===== config.mk =====
export PLATFORM = sky130hd
export DESIGN_NAME = nand_irq_status_unit
export DESIGN_NICKNAME = d
export VERILOG_FILES = /design/src/rtl/nisu_pkg.sv /design/src/rtl/nisu_evt_latch.sv /design/src/rtl/nisu_mask_gate.sv /design/src/rtl/nisu_raw_snap.sv /design/src/rtl/nand_irq_status_unit.sv
export SDC_FILE = /design/constraint.sdc
export NUM_CORES = 1
export LEC_CHECK = 0
export ABC_AREA = 1
export BUFFER_PORTS_ARGS = -buffer_cell sky130_fd_sc_hd__buf_2
export CAP_MARGIN = 20
export CORE_MARGIN = 2
export CORE_UTILIZATION = 51
export DETAILED_ROUTE_END_ITERATION = 12
export PLACE_DENSITY_LB_ADDON = 0.1
export SLEW_MARGIN = 20
export SYNTH_ARGS = -nofsm -noshare
export SYNTH_HDL_FRONTEND = slang
export SYNTH_SLANG_ARGS = --single-unit

===== constraint.sdc =====
create_clock -name clk -period 1.4 [get_ports clk]
set_input_delay 0.28 -clock clk [delete_from_list [all_inputs] [get_ports clk]]
set_output_delay 0.28 -clock clk [all_outputs]
set_load 0.03 [all_outputs]

===== src/rtl/nisu_pkg.sv =====
package nisu_pkg;
  localparam int unsigned EVT_W  = 6;
  localparam int unsigned DATA_W = 8;
  localparam int unsigned SEL_W  = 2;
  localparam int unsigned CNT_W  = 2;
  localparam int unsigned RAW_W  = 4 + CNT_W + 1;

  localparam logic [SEL_W-1:0] SEL_STICKY = 2'd0;
  localparam logic [SEL_W-1:0] SEL_MASK   = 2'd1;
  localparam logic [SEL_W-1:0] SEL_RAW    = 2'd2;

  // raw snapshot field positions
  localparam int unsigned RAW_NAND = 0;
  localparam int unsigned RAW_CTRL = 1;
  localparam int unsigned RAW_ECC  = 2;
  localparam int unsigned RAW_DET  = 3;
  localparam int unsigned RAW_CNT  = 4;
  localparam int unsigned RAW_FAIL = RAW_CNT + CNT_W;

  typedef struct packed {
    logic             nand_rdy;
    logic             ctrl_rdy;
    logic             ecc_rdy;
    logic             err_det;
    logic [CNT_W-1:0] err_cnt;
    logic             dec_fail;
  } live_t;
endpackage


===== src/rtl/nisu_evt_latch.sv =====
module nisu_evt_latch (
  input  logic clk,
  input  logic rst_n,
  input  logic evt_i,
  input  logic clr_i,
  output logic flag_o
);
  logic evt_q, evt_d;
  logic flag_q, flag_d;
  logic rise;

  always_comb begin
    rise   = evt_i & ~evt_q;
    evt_d  = evt_i;
    flag_d = (flag_q & ~clr_i) | rise;
  end

  always_ff @(posedge clk or negedge rst_n) begin
    if (!rst_n) begin
      evt_q  <= 1'b0;
      flag_q <= 1'b0;
    end else begin
      evt_q  <= evt_d;
      flag_q <= flag_d;
    end
  end

  assign flag_o = flag_q;

  AST_EDGE_SETS: assert property (@(posedge clk) disable iff (!rst_n)
    (evt_i && !evt_q) |=> flag_q);
  AST_CLEAR_WORKS: assert property (@(posedge clk) disable iff (!rst_n)
    (clr_i && !(evt_i && !evt_q)) |=> !flag_q);
  AST_LEVEL_ONCE: assert property (@(posedge clk) disable iff (!rst_n)
    (evt_i && evt_q && !flag_q) |=> !flag_q);
endmodule


===== src/rtl/nisu_mask_gate.sv =====
module nisu_mask_gate
  import nisu_pkg::*;
(
  input  logic             clk,
  input  logic             rst_n,
  input  logic             we_i,
  input  logic [EVT_W-1:0] wdata_i,
  input  logic [EVT_W-1:0] flags_i,
  output logic [EVT_W-1:0] mask_o,
  output logic             irq_o
);
  logic [EVT_W-1:0] mask_q, mask_d;

  always_comb begin
    mask_d = mask_q;
    if (we_i) mask_d = wdata_i;
  end

  always_ff @(posedge clk or negedge rst_n) begin
    if (!rst_n) mask_q <= '0;
    else        mask_q <= mask_d;
  end

  assign mask_o = mask_q;
  assign irq_o  = |(flags_i & mask_q);

  AST_MASK_HOLD: assert property (@(posedge clk) disable iff (!rst_n)
    !we_i |=> $stable(mask_q));
  AST_IRQ_NEEDS_MASK: assert property (@(posedge clk) disable iff (!rst_n)
    irq_o |-> ($countones(mask_q) > 0));
endmodule


===== src/rtl/nisu_raw_snap.sv =====
module nisu_raw_snap
  import nisu_pkg::*;
(
  input  logic             clk,
  input  logic             rst_n,
  input  live_t            live_i,
  output logic [RAW_W-1:0] raw_o
);
  logic [RAW_W-1:0] raw_q, raw_d;

  always_comb begin
    raw_d                      = '0;
    raw_d[RAW_NAND]            = live_i.nand_rdy;
    raw_d[RAW_CTRL]            = live_i.ctrl_rdy;
    raw_d[RAW_ECC]             = live_i.ecc_rdy;
    raw_d[RAW_DET]             = live_i.err_det;
    raw_d[RAW_CNT +: CNT_W]    = live_i.err_det ? live_i.err_cnt : '0;
    raw_d[RAW_FAIL]            = live_i.dec_fail;
  end

  always_ff @(posedge clk or negedge rst_n) begin
    if (!rst_n) raw_q <= '0;
    else        raw_q <= raw_d;
  end

  assign raw_o = raw_q;

  AST_CNT_NEEDS_DET: assert property (@(posedge clk) disable iff (!rst_n)
    !raw_q[RAW_DET] |-> (raw_q[RAW_CNT +: CNT_W] == '0));
endmodule


===== src/rtl/nand_irq_status_unit.sv =====
module nand_irq_status_unit
  import nisu_pkg::*;
(
  input  logic              clk,
  input  logic              rst_n,
  input  logic [EVT_W-1:0]  evt_i,
  input  logic              live_nand_rdy_i,
  input  logic              live_ctrl_rdy_i,
  input  logic              live_ecc_rdy_i,
  input  logic              live_err_det_i,
  input  logic [CNT_W-1:0]  live_err_cnt_i,
  input  logic              live_dec_fail_i,
  input  logic [SEL_W-1:0]  reg_sel_i,
  input  logic              reg_rd_i,
  input  logic              reg_wr_i,
  input  logic [DATA_W-1:0] reg_wdata_i,
  output logic [DATA_W-1:0] reg_rdata_o,
  output logic              irq_o,
  output logic              dev_ready_o
);
  // reset: asserted asynchronously, released on a clock edge
  logic [1:0] rst_sync_q;
  logic       rst_int_n;

  always_ff @(posedge clk or negedge rst_n) begin
    if (!rst_n) rst_sync_q <= 2'b00;
    else        rst_sync_q <= {rst_sync_q[0], 1'b1};
  end
  assign rst_int_n = rst_sync_q[1];

  logic             clr_sticky;
  logic             mask_we;
  logic [EVT_W-1:0] flags;
  logic [EVT_W-1:0] mask;
  logic [RAW_W-1:0] raw;
  live_t            live;

  assign clr_sticky = reg_rd_i && (reg_sel_i == SEL_STICKY);
  assign mask_we    = reg_wr_i && (reg_sel_i == SEL_MASK);

  for (genvar g = 0; g < EVT_W; g++) begin : g_evt
    nisu_evt_latch u_latch (
      .clk    (clk),
      .rst_n  (rst_int_n),
      .evt_i  (evt_i[g]),
      .clr_i  (clr_sticky),
      .flag_o (flags[g])
    );
  end

  nisu_mask_gate u_mask (
    .clk     (clk),
    .rst_n   (rst_int_n),
    .we_i    (mask_we),
    .wdata_i (reg_wdata_i[EVT_W-1:0]),
    .flags_i (flags),
    .mask_o  (mask),
    .irq_o   (irq_o)
  );

  always_comb begin
    live.nand_rdy = live_nand_rdy_i;
    live.ctrl_rdy = live_ctrl_rdy_i;
    live.ecc_rdy  = live_ecc_rdy_i;
    live.err_det  = live_err_det_i;
    live.err_cnt  = live_err_cnt_i;
    live.dec_fail = live_dec_fail_i;
  end

  nisu_raw_snap u_raw (
    .clk    (clk),
    .rst_n  (rst_int_n),
    .live_i (live),
    .raw_o  (raw)
  );

  assign dev_ready_o = raw[RAW_NAND] & raw[RAW_CTRL];

  // read data register
  logic [DATA_W-1:0] rdata_q, rdata_d, rd_mux;

  always_comb begin
    rd_mux = '0;
    case (reg_sel_i)
      SEL_STICKY: rd_mux[EVT_W-1:0] = flags;
      SEL_MASK:   rd_mux[EVT_W-1:0] = mask;
      SEL_RAW:    rd_mux[RAW_W-1:0] = raw;
      default:    rd_mux = '0;
    endcase
    rdata_d = reg_rd_i ? rd_mux : rdata_q;
  end

  always_ff @(posedge clk or negedge rst_int_n) begin
    if (!rst_int_n) rdata_q <= '0;
    else            rdata_q <= rdata_d;
  end

  assign reg_rdata_o = rdata_q;

  AST_RDATA_HOLD: assert property (@(posedge clk) disable iff (!rst_int_n)
    !reg_rd_i |=> $stable(reg_rdata_o));
  AST_STICKY_READ: assert property (@(posedge clk) disable iff (!rst_int_n)
    clr_sticky |=> (reg_rdata_o[DATA_W-1:EVT_W] == '0));
  AST_READY_BITS: assert property (@(posedge clk) disable iff (!rst_int_n)
    dev_ready_o |-> (raw[RAW_NAND] && raw[RAW_CTRL]));
endmodule


After elaboration in Yosys (flattened, before gate mapping)
Index checks and enable logic that the tools add are counted.
{ "totals": {"ff_bits": 34, "input_bits": 27, "wordCells": 52} }
{ "classes": {"eq_ne": 2, "n_mux": 3, "bitwise": 27, "n_reduce_logical": 4} }
{ "ops": {"columns": ["cell", "count"], "rows": [
  ["6-bit one-hot mux with 3 select lines", 1],
  ["1-bit bitwise AND", 13],
  ["1-bit inverter", 7],
  ["6-bit bitwise AND", 1],
  ["1-bit OR", 6],
  ["6-bit OR reduction", 1],
  ["2-bit by 1-bit equality test with 1-bit output (second input constant)", 1],
  ["2-bit equality test (second input constant)", 1],
  ["1-bit logical AND", 2],
  ["2-bit zero test", 1],
  ["2-bit 2-to-1 mux", 1],
  ["1-bit 2-to-1 mux", 1]
]} }

Longest topological paths before layout
Gate-level depths: netlist of the first run.
{ "depth": {"ltp_word": 5, "mapped_depth": 6} }

By module
A second synthesis of the first run with hierarchy kept.
{ "hier_totals": {"hier_cells": 157, "hier_area_um2": 1396.3} }
{ "by_module_without_submodules": {"columns": ["mod", "instances", "cells_per_inst", "area_each_um2", "seq_area_each_um2"], "rows": [
  ["nand_irq_status_unit", 1, 67, 508.0, 225.2],
  ["nisu_evt_latch", 6, 7, 68.8, 50.0],
  ["nisu_mask_gate", 1, 37, 285.3, 150.1],
  ["nisu_raw_snap", 1, 11, 190.2, 175.2]
]} }

Worst setup path before layout of the first run
Ideal clock, no wire load.
{ "synth_path": {"path_kind": "reg2out", "from": "reg g_evt[4].u_latch.flag_q", "to": "out irq_o", "arrival_time_ps": 769, "t_required_ps": 1120, "slack_ps": 351, "stages_incl_launch_ff": 5, "cell_sequence": "dfrtp_1 nand2_1 nand2_1 a21oi_1 nand2_1"} }
{ "synth_between": {"elab_chain_len": 2} }
{ "synth_lines": {"columns": ["element", "line_no", "text"], "rows": [
  ["from (decl)", "nisu_evt_latch.sv:9", "logic flag_q, flag_d;"],
  ["from (signal assigned)", "nisu_evt_latch.sv:24", "flag_q <= flag_d;"],
  ["6-bit bitwise AND", "nisu_mask_gate.sv:25", "assign irq_o = |(flags_i & mask_q);"],
  ["6-bit OR reduction", "nisu_mask_gate.sv:25", null],
  ["to (decl)", "nand_irq_status_unit.sv:18", "output logic irq_o,"]
]} }
No other way between the ends.

Final worst setup path of the first run
{ "layout_path": {"from": "reg g_evt[3].u_latch.flag_q", "to": "out irq_o"} }
{ "layout_between": {"elab_chain_len": 2} }
{ "layout_lines": {"columns": ["element", "line_no"], "rows": [
  ["from (decl)", "nisu_evt_latch.sv:9"],
  ["from (signal assigned)", "nisu_evt_latch.sv:24"],
  ["6-bit bitwise AND", "nisu_mask_gate.sv:25"],
  ["6-bit OR reduction", "nisu_mask_gate.sv:25"]
]} }
No other way between the ends.

==> results of run 1 <==
-- per-stage QoR --
stage | total power [mW] | instances | utilization | TNS [ns] | cell area (um^2)
2_1_floorplan | 1.38 | 142 | - | 0 | 1390
3_3_place_gp | 1.48 | 202 | 0.618 | 0 | 1560
3_5_place_dp | 1.49 | 202 | 0.618 | 0 | 1560
4_1_cts | 2.03 | 217 | 0.664 | -0.0837 | 1670
5_1_grt | 2.15 | 219 | 0.671 | -0.132 | 1690
6_report | 2.03 | 219 | 0.671 | -0.0747 | 1690
-- metal layers --
layer / routed length [um] / track usage / share of wire
met1: 1230 / 0.238 / 0.46
met2: 1210 / 0.276 / 0.45
met3: 152 / 0.0581 / 0.057
met4: 72 / 0.0918 / 0.027
met5: 0 / 0 / 0
-- placed cells by master (no fill, tap or decap) --
master,instances
o21ai_2,4
inv_1,22
buf_2,32
clkinv_2,2
a21oi_1,1
buf_4,10
inv_8,1
inv_2,1
dlygate4sd3_1,1
conb_1,2
o21ai_0,1
clkbuf_4,5
o21ai_1,2
o22ai_1,6
nor3_4,1
buf_6,1
nand3_1,19
a21oi_2,1
nand3_4,1
nand2_1,41
dfrtp_1,34
nor2_4,1
-- flip-flops by register name, indices dropped and copies added, names as in the netlist --
name / count
rst_sync_q: 2
g_evt.u_latch.evt_q: 6
u_raw.raw_o: 7
g_evt.u_latch.flag_o: 6
u_mask.mask_o: 6
reg_rdata_o: 7
-- worst reg2reg max path, cell delays in order, from the launching register on --
cell	delay, ns
dfrtp_1	0.40
buf_4	0.14
buf_4	0.13
nand2_1	0.06
nand3_1	0.08
nand2_1	0.07
nand2_1	0.05
-- how the worst max path moves through the flow --
stage                                           start     to  slack [ns]
global placement    g_evt[5].u_latch.flag_o$_DFF_PN0_  irq_o        0.25
finish              g_evt[3].u_latch.flag_o$_DFF_PN0_  irq_o       -0.07
floorplan           g_evt[4].u_latch.flag_o$_DFF_PN0_  irq_o        0.35
global route             u_mask.mask_o[4]$_DFFE_PN0P_  irq_o       -0.13
detailed placement  g_evt[4].u_latch.flag_o$_DFF_PN0_  irq_o        0.23
CTS                      u_mask.mask_o[5]$_DFFE_PN0P_  irq_o       -0.08
-- cell families (layout without fill, tap and decap cells) --
kind of cell / after synthesis / in the layout
buf+inv: 28 / 75
compound gates: 15 / 15
flops: 34 / 34
simple gates: 63 / 63
other cells: 2 / 2
-- where the power goes --
| group | switching, mW | total, mW | internal [mW] |
|---|---|---|---|
| clock | 0.306 | 0.486 | 0.180 |
| sequential | 0.0550 | 1.13 | 1.07 |
| combinational | 0.246 | 0.417 | 0.171 |
-- final cells by class --
| cell class | instances | area, um^2 |
|---|---|---|
| clock inverters | 2 | 10.0 |
| repair buffers | 44 | 256 |
| well taps | 30 | 37.5 |
| clock buffers | 5 | 37.5 |
| flip-flops and latches | 34 | 851 |
| multi-input cells | 80 | 403 |
| fillers | 215 | 830 |
| inverters | 24 | 97.6 |
-- repair_timing --
action                                  in CTS  in global routing
gates resized for setup                      2                  1
pin swaps                                    4                  1
hold buffers                                 1                  0
hold endpoints to repair                     2                  0
setup buffers                                7                  2
endpoints found under the setup margin       1                  1
==> metrics.md, run 1 <==
| Metric | Value |
|---|---|
| DRC violations left | 0 |
| Clk_skew | roughly 0.0047 ns |
| Antenna cells | 0 |
| Drt total wl | roughly 2700 um |
| Status | finished, violations left |
| Top FF cell, synth | dfrtp_1 |
| All-Layer GR Usage | 0.183 |
| RR Startpoint | g_evt[4].u_latch.flag_o$_DFF_PN0_ |
| Pin count of the biggest net entering global routing | 33 |
| Worst slack, placed | roughly 0.23 ns |
| Die height | about 56 um |
| Ys async rst share | 1.00 |
| Unrepaired setup endpoints after global routing | yes |
| Hold EP | u_raw.raw_o[2]$_DFF_PN0_ |
| Netlist cell types | 17 |
| Simple-Gate Fraction of Synth Area | 0.212 |
| GR Overflow Total | 0 |
| Initial DRC count | 20 |
| Slew Limit Fails | 0 |
| Hold path start | live_ecc_rdy_i |
| Top-count cell post-synth | nand2_1 |
| Max stage delay on crit path | ~0.41 ns |
| Synth top area share | 0.614 |
| RR Endpoint | reg_rdata_o[4]$_DFFE_PN0P_ |
| Dpl hpwl | roughly 1800 um |
| Synth Area in Compound Gates | 0.0705 |
| Drt pass-1 iters | 4 |
| Element type at the critical path end | primary output |
| Clock Tree Root | clkbuf_4 |
| Share of cells above drive strength 1 | 0.317 |
| Family with the most delay on the worst path | flip-flops |
| Period utilization | 1.05 |
| Yosys warns | 0 |
| Hold Slack | 0.0515 ns |
| R2R Setup Slk | slightly below 0.4 ns |
| Top Ports | 37 |
| Syn Area/Cell | roughly 10 um^2 |
| Req. time, crit path | 1.12 ns |
| Critical path data arrival time | ~1.2 ns |
| Clock Tree Buf Depth | 2 |
| Cell count after synthesis | about 140 |
| Number of max-cap violations | 0 |
| Final Setup Violations | 1 |
| Mux contribution to synthesized area | 0 |
| Worst setup SP type | flip-flop |
| Routed vias | between 1000 and 1500 |
| CP Depth | 5 |
| CTS HTree Levels | 2 |
| NumNets Final | 216 |
| Final Hold Vio Count | 0 |
| Initial antenna violation count | 0 |
| Synth cell count leaders | nand2_1 (41), dfrtp_1 (34), inv_1 (22), nand3_1 (19), o22ai_1 (6) |
| Hold Path Class | in -> reg |
| Power density cells | between 1000 and 1500 nW/um^2 |
| Most numerous cell on the critical path | nand2_1 |
| Routability cong. | slightly above 0.8 |
| R2R depth | 6 |
| Drt wl/cell | roughly 12 um |
| Min Clock Period, post-route | 1.47 ns |
| Failing checks | negative setup slack |
| Clk Latency, worst-skew pair | between 0.3 and 0.4 ns |
| Lkg Pwr | between 0.9 and 1 nW |
| Rows | 18 |
| CTS tree | built |
| Crit path max fanout | 3 |
| Crit path kind | reg -> out |
| Peak supply drop | about 1000 uV |
| Area share of xor/xnor cells in the synthesized design | 0 |
| Vias per cell | 4.76 |
| Clk sinks | 34 |
| Top post-synthesis cells by area | dfrtp_1 (61%), nand2_1 (11%), nand3_1 (6.9%), inv_1 (6.0%), o22ai_1 (2.7%) |
| CP max stage cell | dfrtp_1 |
| Vias in the first global route | slightly above 900 |
| Total Die Area | 3150 um^2 |
| Final ANT Viol Nets | 0 |
| # port buffers | 33 |
| FF+latch count, synth | 34 |
| Die width | roughly 56 um |
| Sequential share of the synthesized area | 0.614 |
| Adder-cell share of the synthesized area | 0 |
| WHS Path Cells | 1 |
| Main combinational cell family by area after synthesis | simple AND/OR/NAND/NOR gates |
| First-pass GRT wire length | 4240 um |
| Number of synthesized flops with an enable pin | 0 |
| Core ar. | approximately 2500 um^2 |
| CP Cell Sequence | nand2_1 > nand2_1 > a21oi_1 > nand2_1 > buf_6 |
| Cell taking the most area after synthesis | dfrtp_1 |
| Max Fclk | between 600 and 700 MHz |
| Syn nets | between 150 and 200 |
| Synth Cell Area | approximately 1400 um^2 |
| Clk slew on worst S/H paths | roughly 0.10 ns |
| Worst Path Buf+Inv | 1 |
| Initial core utilization | 0.549 |
| Setup ws final | -0.0747 ns |
| Num CTS Buffers | 5 |
| Layout area overhead | 22.2% |
Power figures use the tool's default switching activity.
==> run 2: changes to the inputs <==
clock period = 1.6 ns   (was 1.4 ns; I/O delays follow)
==> metrics.md, run 2 (synthesis gave the netlist of run 1 again) <==
| Metric | Value |
|---|---|
| Share of cells above drive strength 1 | 0.286 (-0.0317) |
| Most numerous cell on the critical path | nand2_1 |
| Fin util | 0.671 (unchanged) |
| Hold path start | live_ecc_rdy_i |
| Top Ports | 37 (unchanged) |
| CP Cell Sequence | nand2_1 > nand2_1 > a21oi_1 > nand2_1 > buf_6 |
| Antenna cells | 0 (unchanged) |
| Worst slack, placed | 0.404 ns (+0.170 ns) |
| Dpl hpwl | 1820 um (+1.3%) |
| Clock Tree Root | clkbuf_4 |
| Setup TNS | 0 ns (+0.0747 ns) |
| Most frequent cells in the layout | nand2_1 (41), dfrtp_1 (34), buf_2 (32) |
| Crit path kind | reg -> out |
| Setup ws final | 0.0694 ns (+0.144 ns) |
| Max stage delay on crit path | 0.42 ns (about the same) |
| Area after DPL | 1560 um^2 (unchanged) |
| GR Overflow Total | 0 (unchanged) |
| Peak supply drop | 1070 uV (+3.5%) |
| Tot Pwr | 2.11 mW (+3.8%) |
| Crit path max fanout | 3 (unchanged) |
| Final Setup Violations | 0 (-1) |
| Core ar. | 2520 um^2 (unchanged) |
| Most common cell after layout, fill and taps aside | nand2_1 |
| Drt wl/cell | 11.8 um (-3.2%) |
| Clk pwr share | 0.381 (+0.142) |
| Num CTS Buffers | 5 (unchanged) |
| Rows | 18 (unchanged) |
| Worst setup SP type | flip-flop |
| Final Hold Vio Count | 0 (unchanged) |
| Req. time, crit path | 1.28 ns (+0.16 ns) |
| Critical Path Start | g_evt[5].u_latch.flag_o$_DFF_PN0_ |
| Number of max-cap violations | 0 (unchanged) |
| Clock Tree Buf Depth | 2 (unchanged) |
| R2R depth | 4 (-2) |
| P_sw | 525 uW (-14%) |
| Critical path data arrival time | 1.21 ns (+0.02 ns) |
| # port buffers | 33 (unchanged) |
| Most Crowded Layer GR | met2 |
| Combinational fraction of design power | 0.147 (-0.058) |
| M1 GR Usage | 0.232 (-0.00646) |
| CTS tree | built |
| Power density cells | 1250 nW/um^2 (+3.8%) |
| All-Layer GR Usage | 0.174 (-0.00945) |
| Clk_skew | 0.00655 ns (+0.00182 ns) |
| Slew Limit Fails | 0 (unchanged) |
| RR Endpoint | reg_rdata_o[0]$_DFFE_PN0P_ |
| First-pass GRT wire length | 4150 um (-2.0%) |
| Die width | 56.1 um (unchanged) |
| Clk sinks | 34 (unchanged) |
| Vias per cell | 4.90 (+2.9%) |
| Final ANT Viol Nets | 0 (unchanged) |
| NumNets Final | 208 (-3.7%) |
| R2R Setup Slk | 0.77 ns (+0.38 ns) |
| Routability cong. | 0.814 (about the same) |
| Routed vias | 1039 (-0.38%) |
| CP max stage cell | dfrtp_1 |
| Max Fclk | between 600 and 700 MHz |
| Drt pass-1 iters | 4 (unchanged) |
| Hold EP | u_raw.raw_o[2]$_DFF_PN0_ |
| Clk slew on worst S/H paths | 0.10 ns (about the same) |
| CTS HTree Levels | 2 (unchanged) |
| Clk Latency, worst-skew pair | 0.33 ns (about the same) |
| Met2 global-route usage | 0.266 (-0.0101) |
| WHS Path Cells | 1 (unchanged) |
| Unrepaired setup endpoints after global routing | no |
| Pin count of the biggest net entering global routing | 33 (unchanged) |
| Met3 Use GR | 0.0512 (-0.00698) |
| Sequential share of power | 0.472 (-0.084) |
| Hold Path Class | in -> reg |
| Vias in the first global route | 927 (+0.98%) |
| Period utilization | 0.957 |
| Net Sw Frac | 0.249 (-0.0500) |
| Post-route cell area | 1690 um^2 (unchanged) |
| Element type at the critical path end | primary output |
| Initial core utilization | 0.549 (unchanged) |
| Min Clock Period, post-route | 1.53 ns |
| Lkg Pwr | 0.948 nW (-1.1%) |
| Internal power | 1.58 mW (+11%) |
| Total Die Area | 3150 um^2 (unchanged) |
| Drt total wl | 2500 um (-6.3%) |
| Die height | 56.1 um (unchanged) |
| Initial DRC count | 23 (+15%) |
| Status | complete, no violations |
| DRC violations left | 0 (unchanged) |
| RR Startpoint | u_mask.mask_o[0]$_DFFE_PN0P_ |
| Initial antenna violation count | 0 (unchanged) |
| Layout area overhead | 22.2% (unchanged) |
-- run 2: timing repair --
action | CTS | global route
hold endpoints to repair | 2 | 0
gates resized for setup | 0 | 3
hold buffers | 1 | 0
setup buffers | 0 | 1
setup endpoints to repair | 0 | 1
-- run 2: stage by stage --
| step | hold slack [ns] | std cells |
|---|---|---|
| CTS | 0.0895 | 211 |
| detailed placement | 0.107 | 202 |
| global route | 0.0723 | 212 |
| global placement | 0.104 | 202 |
| finish | 0.0957 | 212 |
| floorplan | 0.0244 | 142 |
-- run 2: how the worst max path moves through the flow --
stage / end / slack [ns]
finish: irq_o / 0.07
global route: irq_o / 0.002
CTS: irq_o / 0.04
detailed placement: reg_rdata_o[4]$_DFFE_PN0P_ / 0.40
global placement: irq_o / 0.41
floorplan: irq_o / 0.51
-- run 2: layout make-up --
class	count	area, um^2
sequential	34	851
tap	30	37.5
inverter	24	97.6
fill	221	830
timing repair buffer	36	196
multi-input combinational	80	399
clock buffer	6	51.3
clock inverter	2	60.1
-- run 2: power groups by stage --
stage / Combinational (mW) / Sequential, mW / Clock [mW]
global placement: 0.287 / 1.01 / 0
CTS: 0.301 / 0.994 / 0.817
finish: 0.310 / 0.995 / 0.804
floorplan: 0.159 / 1.05 / 0
global route: 0.343 / 1.00 / 0.865
detailed placement: 0.297 / 1.01 / 0
-- run 2: worst max-delay path: cells and delay by family (launching register included) --
family | cells | cell delay (ns)
flip-flops | 1 | 0.42
buffers and inverters | 1 | 0.14
AO/OA/AOI/OAI | 1 | 0.11
AND/OR/NAND/NOR | 3 | 0.21
-- run 2: layer usage --
layer  part of all wire  vias up  routed length [um]
met5                  0        -                   0
met4              0.012        0                  29
met3              0.048        4                 121
met2               0.48       30                1190
met1               0.46      486                1160
li1                   -      519                   -
==> run 3: changes to the inputs <==
CTS_BUF_LIST = sky130_fd_sc_hd__clkbuf_16   (was unset)
RECOVER_POWER = 100   (was unset)
==> metrics.md, run 3 (synthesis gave the netlist of run 1 again) <==
| Metric | Value |
|---|---|
| DRC violations left | 0 (unchanged) |
| Peak supply drop | 1210 uV (+13%) |
| CTS HTree Levels | 2 (unchanged) |
| Drt wl/cell | 12.5 um (+5.7%) |
| Power density cells | 1470 nW/um^2 (+18%) |
| R2R depth | 1 (-3) |
| Number of max-cap violations | 0 (unchanged) |
| Routability cong. | 0.814 (unchanged) |
| # port buffers | 33 (unchanged) |
| WHS Path Cells | 1 (unchanged) |
| Rows | 18 (unchanged) |
| Clk_skew | 0.00419 ns (-0.00236 ns) |
| Pin count of the biggest net entering global routing | 33 (unchanged) |
| Worst setup SP type | flip-flop |
| Slew @ Worst Pin | between 0.7 and 0.8 ns |
| Area after DPL | 1560 um^2 (unchanged) |
| CTS tree | built |
| Element type at the critical path end | primary output |
| Status | complete, no violations |
| Setup repair bufs after CTS | 0 (unchanged) |
| Core ar. | 2520 um^2 (unchanged) |
| Crit path max fanout | 3 (unchanged) |
| Crit path kind | reg -> out |
| Critical path data arrival time | 1.18 ns (-0.03 ns) |
| Clk slew on worst S/H paths | 0.05 ns (-0.05 ns) |
| Drt pass-1 iters | 4 (unchanged) |
| Final Hold Vio Count | 0 (unchanged) |
| Min Clock Period, post-route | 1.50 ns (-0.0339 ns) |
| Initial core utilization | 0.549 (unchanged) |
| Vias in the first global route | 964 (+4.0%) |
| GR Overflow Total | 0 (unchanged) |
| Clock Tree Root | clkbuf_16 |
| Clk Latency, worst-skew pair | 0.28 ns (-0.05 ns) |
| Final Setup Violations | 0 (unchanged) |
| Initial antenna violation count | 0 (unchanged) |
| Max Fclk | 668 MHz (+2.3%) |
| Drt total wl | 2630 um (+5.2%) |
| Vias per cell | 4.92 (+0.47%) |
| Clk sinks | 34 (unchanged) |
| Initial DRC count | 19 (-17%) |
| Slew Limit Fails | 0 (unchanged) |
| Dpl hpwl | 1820 um (unchanged) |
| # fillers | 225 (+1.8%) |
| All-Layer GR Usage | 0.188 (+0.0141) |
| Most frequent cells in the layout | nand2_1 (41), dfrtp_1 (34), inv_1 (22) |
| Num CTS Buffers | 5 (unchanged) |
| Most common cell after layout, fill and taps aside | nand2_1 |
| Routed vias | 1039 (unchanged) |
| Hold Path Class | in -> reg |
| Setup TNS | 0 ns (unchanged) |
| Total Die Area | 3150 um^2 (unchanged) |
| Die height | 56.1 um (unchanged) |
| Post-route cell area | 1710 um^2 (+0.89%) |
| NumNets Final | 207 (-0.48%) |
| First-pass GRT wire length | 4310 um (+3.8%) |
| Top Ports | 37 (unchanged) |
| Share of cells above drive strength 1 | 0.188 (-0.0979) |
| Unrepaired setup endpoints after global routing | no |
| Layout area overhead | 23.3% |
| Req. time, crit path | 1.28 ns (about the same) |
| Clock Tree Buf Depth | 2 (unchanged) |
| Die width | 56.1 um (unchanged) |
| Final ANT Viol Nets | 0 (unchanged) |
| Period utilization | 0.935 (-0.0212) |
| Lkg Pwr | 0.926 nW (-2.3%) |
| Antenna cells | 0 (unchanged) |
| Slew margin rel. | 0.488 |
-- run 3: changes by cell type in the layout (fill, tap and decap cells not counted), sizes merged --
cell / change
clkbuf: +13
clkinv: +1
buf: -15
-- run 3: layout make-up --
| type | count | area (um^2) | share of cell area |
|---|---|---|---|
| sequential | 34 | 851 | 0.498 |
| multi-input combinational | 80 | 368 | 0.215 |
| timing repair buffer | 35 | 165 | 0.0967 |
| clock buffer | 5 | 125 | 0.0733 |
| inverter | 24 | 97.6 | 0.0571 |
| clock inverter | 3 | 63.8 | 0.0374 |
| tap | 30 | 37.5 | 0.0220 |
-- run 3: final timing paths --
| check | from | to | slack, ns |
|---|---|---|---|
| max | g_evt[1].u_latch.flag_o$_DFF_PN0_ | irq_o | 0.10 |
| min | live_nand_rdy_i | u_raw.raw_o[0]$_DFF_PN0_ | 0.15 |
| max reg2reg | rst_sync_q[1]$_DFF_PN0_ | reg_rdata_o[4]$_DFFE_PN0P_ | 0.72 |
| min reg2reg | rst_sync_q[0]$_DFF_PN0_ | rst_sync_q[1]$_DFF_PN0_ | 0.35 |
| max in group asynchronous | rst_sync_q[1]$_DFF_PN0_ | reg_rdata_o[4]$_DFFE_PN0P_ | 0.72 |
| min in group asynchronous | rst_n | rst_sync_q[0]$_DFF_PN0_ | 0.35 |
-- run 3: report_power, final --
group          switching, mW  internal, mW  leakage, nW
sequential            0.0559         0.943        0.404
combinational          0.186        0.0916        0.430
clock                  0.340         0.886       0.0915
-- run 3: worst max-delay path: stages (launching register included) --
cell and delay, ns:
dfrtp_1 0.41, nand2_1 0.08, nand2_1 0.04, a21oi_1 0.11, nand2_1 0.07, clkbuf_2 0.19
-- run 3: through the flow --
step	setup WS, ns	instances	hold slack (ns)	power (mW)	utilization
after floorplan	0.511	142	0.0244	1.21	-
after detailed placement	0.404	202	0.107	1.31	0.618
after CTS	0.106	211	0.142	2.55	0.696
final	0.103	211	0.146	2.50	0.677
after global routing	0.0594	211	0.139	2.60	0.677
after global placement	0.408	202	0.104	1.29	0.618
-- run 3: repair_timing --
item                                   4_1_cts  5_1_grt
endpoints found under the hold margin        2        0
resized for setup                            0        0
hold buffers                                 1        0
-- run 3: per-layer routing --
metal,vias to the layer above,global-route usage,wire length [um]
li1,519,-,-
met1,481,0.237,1180
met2,29,0.277,1240
met3,10,0.0581,126
met4,0,0.122,86
met5,-,0,0
